<file path="config.mk">
export PLATFORM = sky130hd
export DESIGN_NAME = stepper_phase_seq
export DESIGN_NICKNAME = d
export VERILOG_FILES = /design/src/rtl/stepseq_pkg.sv /design/src/rtl/stepseq_sync.sv /design/src/rtl/stepseq_edge.sv /design/src/rtl/stepseq_counter.sv /design/src/rtl/stepseq_decode.sv /design/src/rtl/stepper_phase_seq.sv
export SDC_FILE = /design/constraint.sdc
export NUM_CORES = 1
export LEC_CHECK = 0
export BUFFER_PORTS_ARGS = -buffer_cell sky130_fd_sc_hd__buf_2
export CAP_MARGIN = 20
export CORE_AREA = 2 2 39 41
export CTS_BUF_LIST = sky130_fd_sc_hd__clkbuf_16
export DETAILED_ROUTE_END_ITERATION = 8
export DIE_AREA = 0 0 41 43
export PLACE_DENSITY = 0.63
export SKIP_CTS_REPAIR_TIMING = 1
export SLEW_MARGIN = 15
export SYNTH_ARGS = -nofsm -noshare
export SYNTH_HDL_FRONTEND = slang
export SYNTH_SLANG_ARGS = --single-unit
</file>
<file path="constraint.sdc">
create_clock -name clk -period 4.3 [get_ports clk]
set_input_delay 1.075 -clock clk [delete_from_list [all_inputs] [get_ports clk]]
set_output_delay 1.075 -clock clk [all_outputs]
set_load 0.05 [all_outputs]
</file>
<file path="src/rtl/stepseq_pkg.sv">
// Shared types for the stepper phase sequencer.
// Assumes an eight-place position ring (3 bits).
package stepseq_pkg;
    localparam int POS_W = 3;
    typedef logic [POS_W-1:0] pos_t;

    // Drive request for one bridge.
    typedef struct packed {
        logic pol;
        logic act;
    } bridge_t;
endpackage

</file>
<file path="src/rtl/stepseq_sync.sv">
// Multi-stage synchroniser for a bus of independent asynchronous levels.
// Assumes each bit is a slow level; no bus coherence is promised.
module stepseq_sync #(
    parameter int          W       = 4,
    parameter int          STAGES  = 2,
    parameter logic [W-1:0] RST_VAL = '0
) (
    input  logic         clk,
    input  logic         rst_n,
    input  logic [W-1:0] d,
    output logic [W-1:0] q
);
    logic [W-1:0] stg [STAGES];

    // Shift the sampled levels through the chain.
    always_ff @(posedge clk) begin
        if (!rst_n) begin
            for (int i = 0; i < STAGES; i++) stg[i] <= RST_VAL;
        end else begin
            stg[0] <= d;
            for (int i = 1; i < STAGES; i++) stg[i] <= stg[i-1];
        end
    end

    assign q = stg[STAGES-1];
endmodule

</file>
<file path="src/rtl/stepseq_edge.sv">
// Rising-edge detector on an already synchronised level.
// Assumes the level stays low while rst_n is asserted.
module stepseq_edge (
    input  logic clk,
    input  logic rst_n,
    input  logic lvl,
    output logic rise
);
    logic lvl_d;

    // Keep the previous level for comparison.
    always_ff @(posedge clk) begin
        if (!rst_n) lvl_d <= 1'b0;
        else        lvl_d <= lvl;
    end

    assign rise = lvl & ~lvl_d;
endmodule

</file>
<file path="src/rtl/stepseq_counter.sv">
// Position ring counter. It moves by one or two places per step pulse,
// up or down, and returns to home while home_ok is low.
// Assumes step, up and half are synchronous to clk.
module stepseq_counter
    import stepseq_pkg::*;
(
    input  logic clk,
    input  logic rst_n,
    input  logic home_ok,
    input  logic step,
    input  logic up,
    input  logic half,
    output pos_t pos
);
    localparam pos_t HALF_DELTA = pos_t'(1);
    localparam pos_t FULL_DELTA = pos_t'(2);
    localparam pos_t HOME_POS   = '0;

    pos_t delta;
    pos_t nxt;

    // Choose the move size and direction for a pending step.
    always_comb begin
        delta = half ? HALF_DELTA : FULL_DELTA;
        nxt   = up ? pos + delta : pos - delta;
    end

    // Position register: reset and home take priority over stepping.
    always_ff @(posedge clk) begin
        if (!rst_n)       pos <= HOME_POS;
        else if (!home_ok) pos <= HOME_POS;
        else if (step)    pos <= nxt;
    end

    // no step pulse, no movement.
    p_hold_r1: assert property (@(posedge clk) disable iff (!rst_n)
        (home_ok && !step) |=> $stable(pos));
    // home forces position zero.
    p_home_r5: assert property (@(posedge clk) disable iff (!rst_n)
        !home_ok |=> pos == HOME_POS);
    // half step up moves by one.
    p_half_up_r3: assert property (@(posedge clk) disable iff (!rst_n)
        (home_ok && step && half && up) |=> pos_t'(pos - $past(pos)) == pos_t'(1));
    // half step down moves back by one.
    p_half_dn_r2: assert property (@(posedge clk) disable iff (!rst_n)
        (home_ok && step && half && !up) |=> pos_t'(pos - $past(pos)) == pos_t'(7));
    // full step moves by two in the chosen direction.
    p_full_up_r4: assert property (@(posedge clk) disable iff (!rst_n)
        (home_ok && step && !half && up) |=> pos_t'(pos - $past(pos)) == pos_t'(2));
    p_full_dn_r4: assert property (@(posedge clk) disable iff (!rst_n)
        (home_ok && step && !half && !up) |=> pos_t'(pos - $past(pos)) == pos_t'(6));
    // full step keeps parity.
    p_parity_r4: assert property (@(posedge clk) disable iff (!rst_n)
        (home_ok && step && !half) |=> pos[0] == $past(pos[0]));
endmodule

</file>
<file path="src/rtl/stepseq_decode.sv">
// Maps a ring position to the two bridge drive requests.
// The pattern follows the signs of cos and sin at (k+1)*45 degrees.
module stepseq_decode
    import stepseq_pkg::*;
(
    input  pos_t    pos,
    output bridge_t br_a,
    output bridge_t br_b
);
    pos_t ph;

    // Shift to the phase angle index and derive the sign of each winding.
    always_comb begin
        ph = pos + pos_t'(1);
        br_a.act = (ph[1:0] != 2'b10);
        br_a.pol = br_a.act && (ph == 3'd7 || ph == 3'd0 || ph == 3'd1);
        br_b.act = (ph[1:0] != 2'b00);
        br_b.pol = br_b.act && (ph >= 3'd1 && ph <= 3'd3);
    end
endmodule

</file>
<file path="src/rtl/stepper_phase_seq.sv">
// Stepper phase sequence generator top. It synchronises the external
// controls, detects step edges, keeps the ring position and decodes
// the bridge pattern. Assumes step_clk is held low during rst_n.
module stepper_phase_seq
    import stepseq_pkg::*;
#(
    parameter int SYNC_STAGES = 2
) (
    input  logic clk,
    input  logic rst_n,
    input  logic step_clk,
    input  logic cw,
    input  logic half_mode,
    input  logic home_n,
    input  logic drive_en,
    output logic a_pol,
    output logic a_act,
    output logic b_pol,
    output logic b_act
);
    localparam int NCTL = 4;

    logic [NCTL-1:0] ctl_raw;
    logic [NCTL-1:0] ctl_s;
    logic            step_pulse;
    pos_t            pos;
    bridge_t         br_a;
    bridge_t         br_b;

    assign ctl_raw = {home_n, half_mode, cw, step_clk};

    stepseq_sync #(
        .W       (NCTL),
        .STAGES  (SYNC_STAGES),
        .RST_VAL ('0)
    ) u_sync (
        .clk   (clk),
        .rst_n (rst_n),
        .d     (ctl_raw),
        .q     (ctl_s)
    );

    stepseq_edge u_edge (
        .clk   (clk),
        .rst_n (rst_n),
        .lvl   (ctl_s[0]),
        .rise  (step_pulse)
    );

    stepseq_counter u_cnt (
        .clk     (clk),
        .rst_n   (rst_n),
        .home_ok (ctl_s[3]),
        .step    (step_pulse),
        .up      (ctl_s[1]),
        .half    (ctl_s[2]),
        .pos     (pos)
    );

    stepseq_decode u_dec (
        .pos  (pos),
        .br_a (br_a),
        .br_b (br_b)
    );

    // Gate every output with the drive enable.
    always_comb begin
        a_pol = br_a.pol & drive_en;
        a_act = br_a.act & drive_en;
        b_pol = br_b.pol & drive_en;
        b_act = br_b.act & drive_en;
    end

    // disabled means all outputs off.
    p_disable_r6: assert property (@(posedge clk) disable iff (!rst_n)
        !drive_en |-> !(a_pol || a_act || b_pol || b_act));
    // an inactive bridge never requests a polarity.
    p_idle_pol_a_r7: assert property (@(posedge clk) disable iff (!rst_n)
        !a_act |-> !a_pol);
    p_idle_pol_b_r7: assert property (@(posedge clk) disable iff (!rst_n)
        !b_act |-> !b_pol);
    // when enabled, at least one bridge is driven.
    p_alive_r7: assert property (@(posedge clk) disable iff (!rst_n)
        drive_en |-> (a_act || b_act));
endmodule

</file>
==> flow_summary.toml, run 1 <==
[status]
status = "finished clean"

[global_routing]
grt.overflow.total = 0
antenna_found_initial = 0
global_route.usage.total_pct = 11.16
grt_pass1_wl_mm = 1.242
grt_pass1_vias = 339
grt_max_degree = 11

[pwr]
ir_drop_mv = 0.2292
leakagePower_uw = 0.0003083
power.density_nw_per_um2 = 441.2

[finish]
nets = 82
antenna_cells = 0
instances_no_fill = 82
drive_gt1_share_pct = 21.21
syn_to_final_growth_pct = 26.98

[drt]
viasPerCell = 4.537
first_iter_violations = 7
vias = 372
drc = 0
wl_per_cell_um = 8.683
drt_first_pass_iters = 2
wl_um = 712
ant_nets = 0

[clock_tree]
htree_levels = 1
cts_buffers = 3
clk_pin_slew_worst_paths_ns = 0.04
clk-insertion-delay-late_ns = 0.24
cts_tree = "yes"
clockBufferDepth = 2
clock_sink_count = 12
clockRootBuffer = "clkbuf_16"

[timing]
drv_slew = 0
grt_setup_unrepaired = "false"
skew_ns = 0.001042
finalSetupTns_ns = 0
fmax_mhz = 353.6
worst_slack_ns = 1.472
finalCriticalPeriod_ns = 2.828
final.period_utilization_pct = 65.76
worst_pin_slew_ns = 0.2579
maxSlewHeadroom_pct = 82.78
setup_viol = 0
hold_viol = 0

[hold_path]
hp-class = "flop to flop"

[synthesis]
ys_seq_elements = 12
synth_cells = 53
synthDistinctLibCells = 18
yosysSeqAreaShare_pct = 44.65
ys_warn_count = 0
syn_avg_cell_area_um2 = 10.15
syn_nets = 67
syn_area_um2 = 538.0

[placement]
place_ws_ns = 1.517
io_buffers = 10
placedCellCount = 79
place.gp.congestion = 0.6480

[setup_path]
slowest_stage = "dfxtp_1"
worstSetupEndpointType = "output pin"
crit_type = "flop to output pin"
start_kind = "flop"
critical_path.max_fanout = 8
max_stage_delay_ns = 0.46
cp.arrival_ns = 1.75
crit_chain = "inv_1 -> ha_1 -> nor2_1 -> a22oi_1 -> and3_1 -> buf_2"
required_ns = 3.22

[floorplanning]
die_x_um = 41
io_pins = 11
rows = 14
start_util_pct = 38.88
core_area_um2 = 1384
die-area_um2 = 1763
die_h_um = 43

[flow_run]
cap_violations = 0
[through the flow]
| step | instance area (um2) | total power [uW] | hold slack (ns) | utilization (%) |
|---|---|---|---|---|
| after floorplan | 538.0 | 133.1 | 0.4118 | - |
| after global placement | 608.1 | 138.8 | 0.4138 | 43.94 |
| after detailed placement | 608.1 | 139.2 | 0.4179 | 43.94 |
| after CTS | 683.2 | 306.8 | 0.4276 | 49.37 |
| after global routing | 683.2 | 315.7 | 0.4447 | 49.37 |
| final | 683.2 | 301.4 | 0.4261 | 49.37 |
[Yosys cell counts, drive strengths merged]
| master | n | area [um2] |
|---|---|---|
| a21oi | 2 | 10.01 |
| a22oi | 1 | 7.510 |
| and2 | 9 | 56.30 |
| and3 | 1 | 6.260 |
| dfxtp | 12 | 240.2 |
| fa | 1 | 20.02 |
| ha | 6 | 75.07 |
| inv | 2 | 7.510 |
| mux2i | 1 | 10.01 |
| nand2 | 5 | 18.77 |
| nand2b | 1 | 13.76 |
| nor2 | 4 | 15.01 |
| nor2b | 3 | 18.77 |
| o211a | 1 | 10.01 |
| o21ai | 1 | 5.000 |
| or3 | 1 | 6.260 |
| xnor2 | 1 | 8.760 |
| xor2 | 1 | 8.760 |
[report_power, final]
group | switching (uW) | internal (uW) | leakage [uW] | total [uW]
Combinational | 12.2 | 7.82 | 0.000173 | 20.0
Sequential | 1.55 | 116 | 0.0000985 | 117
Clock | 43.6 | 121 | 0.0000370 | 164
[sequential cells by signal, summed over array words and instances (netlist names)]
signal and count:
u_sync.stg 8, u_cnt.pos 3, u_edge.lvl_d 1
[path summary, 6_finish.rpt]
check	slack, ns	end	start	depth (start not counted)
max	1.47	b_pol	u_cnt.pos[0]$_SDFFE_PN0P_	6
min	0.43	u_sync.stg[0][7]$_SDFF_PN0_	u_sync.stg[0][3]$_SDFF_PN0_	1
max reg2reg	2.64	u_cnt.pos[2]$_SDFFE_PN0P_	u_cnt.pos[0]$_SDFFE_PN0P_	5
min reg2reg	0.43	u_sync.stg[0][7]$_SDFF_PN0_	u_sync.stg[0][3]$_SDFF_PN0_	1
[cell families after synthesis]
family / Yosys count / share of synthesized area (%)
muxes: 1 / 1.861
AOI/OAI and AO/OA: 5 / 6.046
adders and majority gates: 7 / 17.67
xor gates and xnor gates: 2 / 3.256
and+or+nand+nor: 24 / 25.12
buffers and inverters: 2 / 1.396
DFF: 12 / 44.65
[layer usage]
metal | GRT usage [%] | part of all wire, %
met1 | 11.30 | 47
met2 | 16.25 | 43
met3 | 3.141 | 6.3
met4 | 12.00 | 3.8
met5 | 0 | 0
[cell type report]
cell class                 instances  area [um2]
inverter                           2       7.507
timing repair buffer              10       50.05
clock buffer                       3       75.07
multi-input combinational         39       290.3
tap                               16       20.02
fill                             128       700.7
sequential                        12       240.2
[cell usage in the layout (no fill, tap or decap)]
| master | Yosys | routed |
|---|---|---|
| dfxtp_1 | 12 | 12 |
| buf_2 | 0 | 10 |
| and2_1 | 9 | 9 |
| ha_1 | 6 | 6 |
| nand2_1 | 5 | 5 |
| nor2_1 | 4 | 4 |
| nor2b_1 | 3 | 3 |
| clkbuf_16 | 0 | 3 |
| inv_1 | 2 | 2 |
| a21oi_1 | 2 | 2 |
| xnor2_1 | 1 | 1 |
| o211a_1 | 1 | 1 |
| a22oi_1 | 1 | 1 |
| and3_1 | 1 | 1 |
| nand2b_4 | 1 | 1 |
| xor2_1 | 1 | 1 |
| o21ai_0 | 1 | 1 |
| or3_1 | 1 | 1 |
| mux2i_1 | 1 | 1 |
| fa_1 | 1 | 1 |
[worst max-delay path: cells and delay by family, from the launching register on]
family | cells | cell delay, ns
simple gates | 2 | 0.21
fa+ha+maj | 1 | 0.31
flops | 1 | 0.46
compound gates | 1 | 0.18
buf+inv | 2 | 0.36
Note: power is estimated with default switching activity, not from simulation.
==> run 2: changes to the inputs <==
==> constraint.sdc (replaced) <==
create_clock -name clk -period 2.8 [get_ports clk]
set_input_delay 0.7 -clock clk [delete_from_list [all_inputs] [get_ports clk]]
set_output_delay 0.7 -clock clk [all_outputs]
set_load 0.05 [all_outputs]
==> run 2 against run 1 <==
Compared with the run above: sequential power up 54%; die area unchanged; clock power up 55%; largest power group unchanged; highest routed layer is now met3.
==> flow_summary.toml, run 2 (same netlist as run 1, synthesis figures left out) <==
[timing]
final.period_utilization_pct = 87.08
finalSetupTns_ns = 0
drv_slew = 0
grt_setup_unrepaired = "false"
worst_slack_ns = 0.3617
hold_viol = 0
finalCriticalPeriod_ns = 2.438
worst_pin_slew_ns = 0.2575
skew_ns = 0.001049
fmax_mhz = 410.1
setup_viol = 0
maxSlewHeadroom_pct = 82.81

[finish]
antenna_cells = 0
syn_to_final_growth_pct = 27.67
nets = 82
top_regs = "u_sync.stg (8), u_cnt.pos (3), u_edge.lvl_d (1)"
layout_commonest_cell = "dfxtp_1"
largest_register_ffs = 8
top_register = "u_sync.stg"
drive_gt1_share_pct = 20.90
final_cell_mix = "dfxtp_1, buf_2, and2_1, ha_1, nand2_1"

[clock_tree]
cts_buffers = 3
htree_levels = 1
clockRootBuffer = "clkbuf_16"
clockBufferDepth = 2
clk-insertion-delay-late_ns = 0.23
clock_sink_count = 12
cts_tree = "yes"
clk_pin_slew_worst_paths_ns = 0.04

[drt]
viasPerCell = 4.446
drt_first_pass_iters = 4
wl_um = 742
first_iter_violations = 6
drc = 0
vias = 369
ant_nets = 0
wl_per_cell_um = 8.940

[floorplanning]
core_area_um2 = 1384
start_util_pct = 38.88
die_h_um = 43
die_x_um = 41
rows = 14
die-area_um2 = 1763
io_pins = 11

[global_routing]
grt_pass1_wl_mm = 1.248
grt_pass1_vias = 358
grt.overflow.total = 0
antenna_found_initial = 0
global_route.usage.total_pct = 11.11
grt_max_degree = 11

[pwr]
power.density_nw_per_um2 = 676.1
leakagePower_uw = 0.0003099
ir_drop_mv = 0.3816

[setup_path]
cp.arrival_ns = 1.74
critical-path-top-delay-family = "flip-flops"
critPathBufInv = 2
crit_chain = "inv_1 -> ha_1 -> nor2_1 -> a22oi_1 -> and3_1 -> buf_2"
worstSetupEndpointType = "output pin"
max_stage_delay_ns = 0.46
slowest_stage = "dfxtp_1"
start_kind = "flop"
critical_path.max_fanout = 8
crit_type = "flop to output pin"
required_ns = 2.10

[hold_path]
hp-class = "flop to flop"

[placement]
dp_hpwl_um = 596.5
place.gp.congestion = 0.5770
place_ws_ns = 0.6012
io_buffers = 10

[flow_run]
cap_violations = 0

[status]
status = "finished clean"
-- run 2: metal layers --
metal	vias to the layer above	part of all wire [%]	track usage [%]
met5	-	0	0
met4	0	0	10.00
met3	0	5.1	3.141
met2	12	54	18.75
met1	161	41	9.508
li1	196	-	-
-- run 2: final cells by class --
| type | instances | area (um2) |
|---|---|---|
| multi-input combinational | 39 | 290.3 |
| sequential | 12 | 240.2 |
| timing repair buffer | 10 | 50.05 |
| inverter | 2 | 7.507 |
| fill | 130 | 696.9 |
| clock inverter | 1 | 3.754 |
| tap | 16 | 20.02 |
| clock buffer | 3 | 75.07 |
-- run 2: path summary, 6_finish.rpt --
path | startpoint | to | slack (ns) | depth (start not counted)
setup / recovery | u_cnt.pos[0]$_SDFFE_PN0P_ | b_pol | 0.36 | 6
hold / removal | u_sync.stg[0][2]$_SDFF_PN0_ | u_sync.stg[0][6]$_SDFF_PN0_ | 0.43 | 1
setup reg to reg | u_cnt.pos[0]$_SDFFE_PN0P_ | u_cnt.pos[2]$_SDFFE_PN0P_ | 1.10 | 5
hold reg to reg | u_sync.stg[0][2]$_SDFF_PN0_ | u_sync.stg[0][6]$_SDFF_PN0_ | 0.43 | 1
-- run 2: metrics by stage --
stage                     cell area, um2  instances  util [%]  hold WS [ns]  power (uW)
final                              686.9         83     49.64        0.4273       464.4
after global routing               686.9         83     49.64        0.4360       481.6
after CTS                          686.9         83     49.64        0.4281       473.6
after detailed placement           608.1         79     43.94        0.4185       214.1
after global placement             608.1         79     43.94        0.4135       213.1
after floorplan                    538.0         53         -        0.4118       204.4
-- run 2: power breakdown --
group	leakage, uW	internal, uW	switching [uW]
combinational	0.000173	12.0	18.8
sequential	0.0000985	178	2.40
clock	0.0000385	187	66.4
-- run 2: worst reg2reg max path: cells and delay by family, from the launching register on --
family	cells	cell delay, ns
flops	1	0.37
simple gates	1	0.31
fa+ha+maj	2	0.61
compound gates	1	0.16
xor+xnor	1	0.18
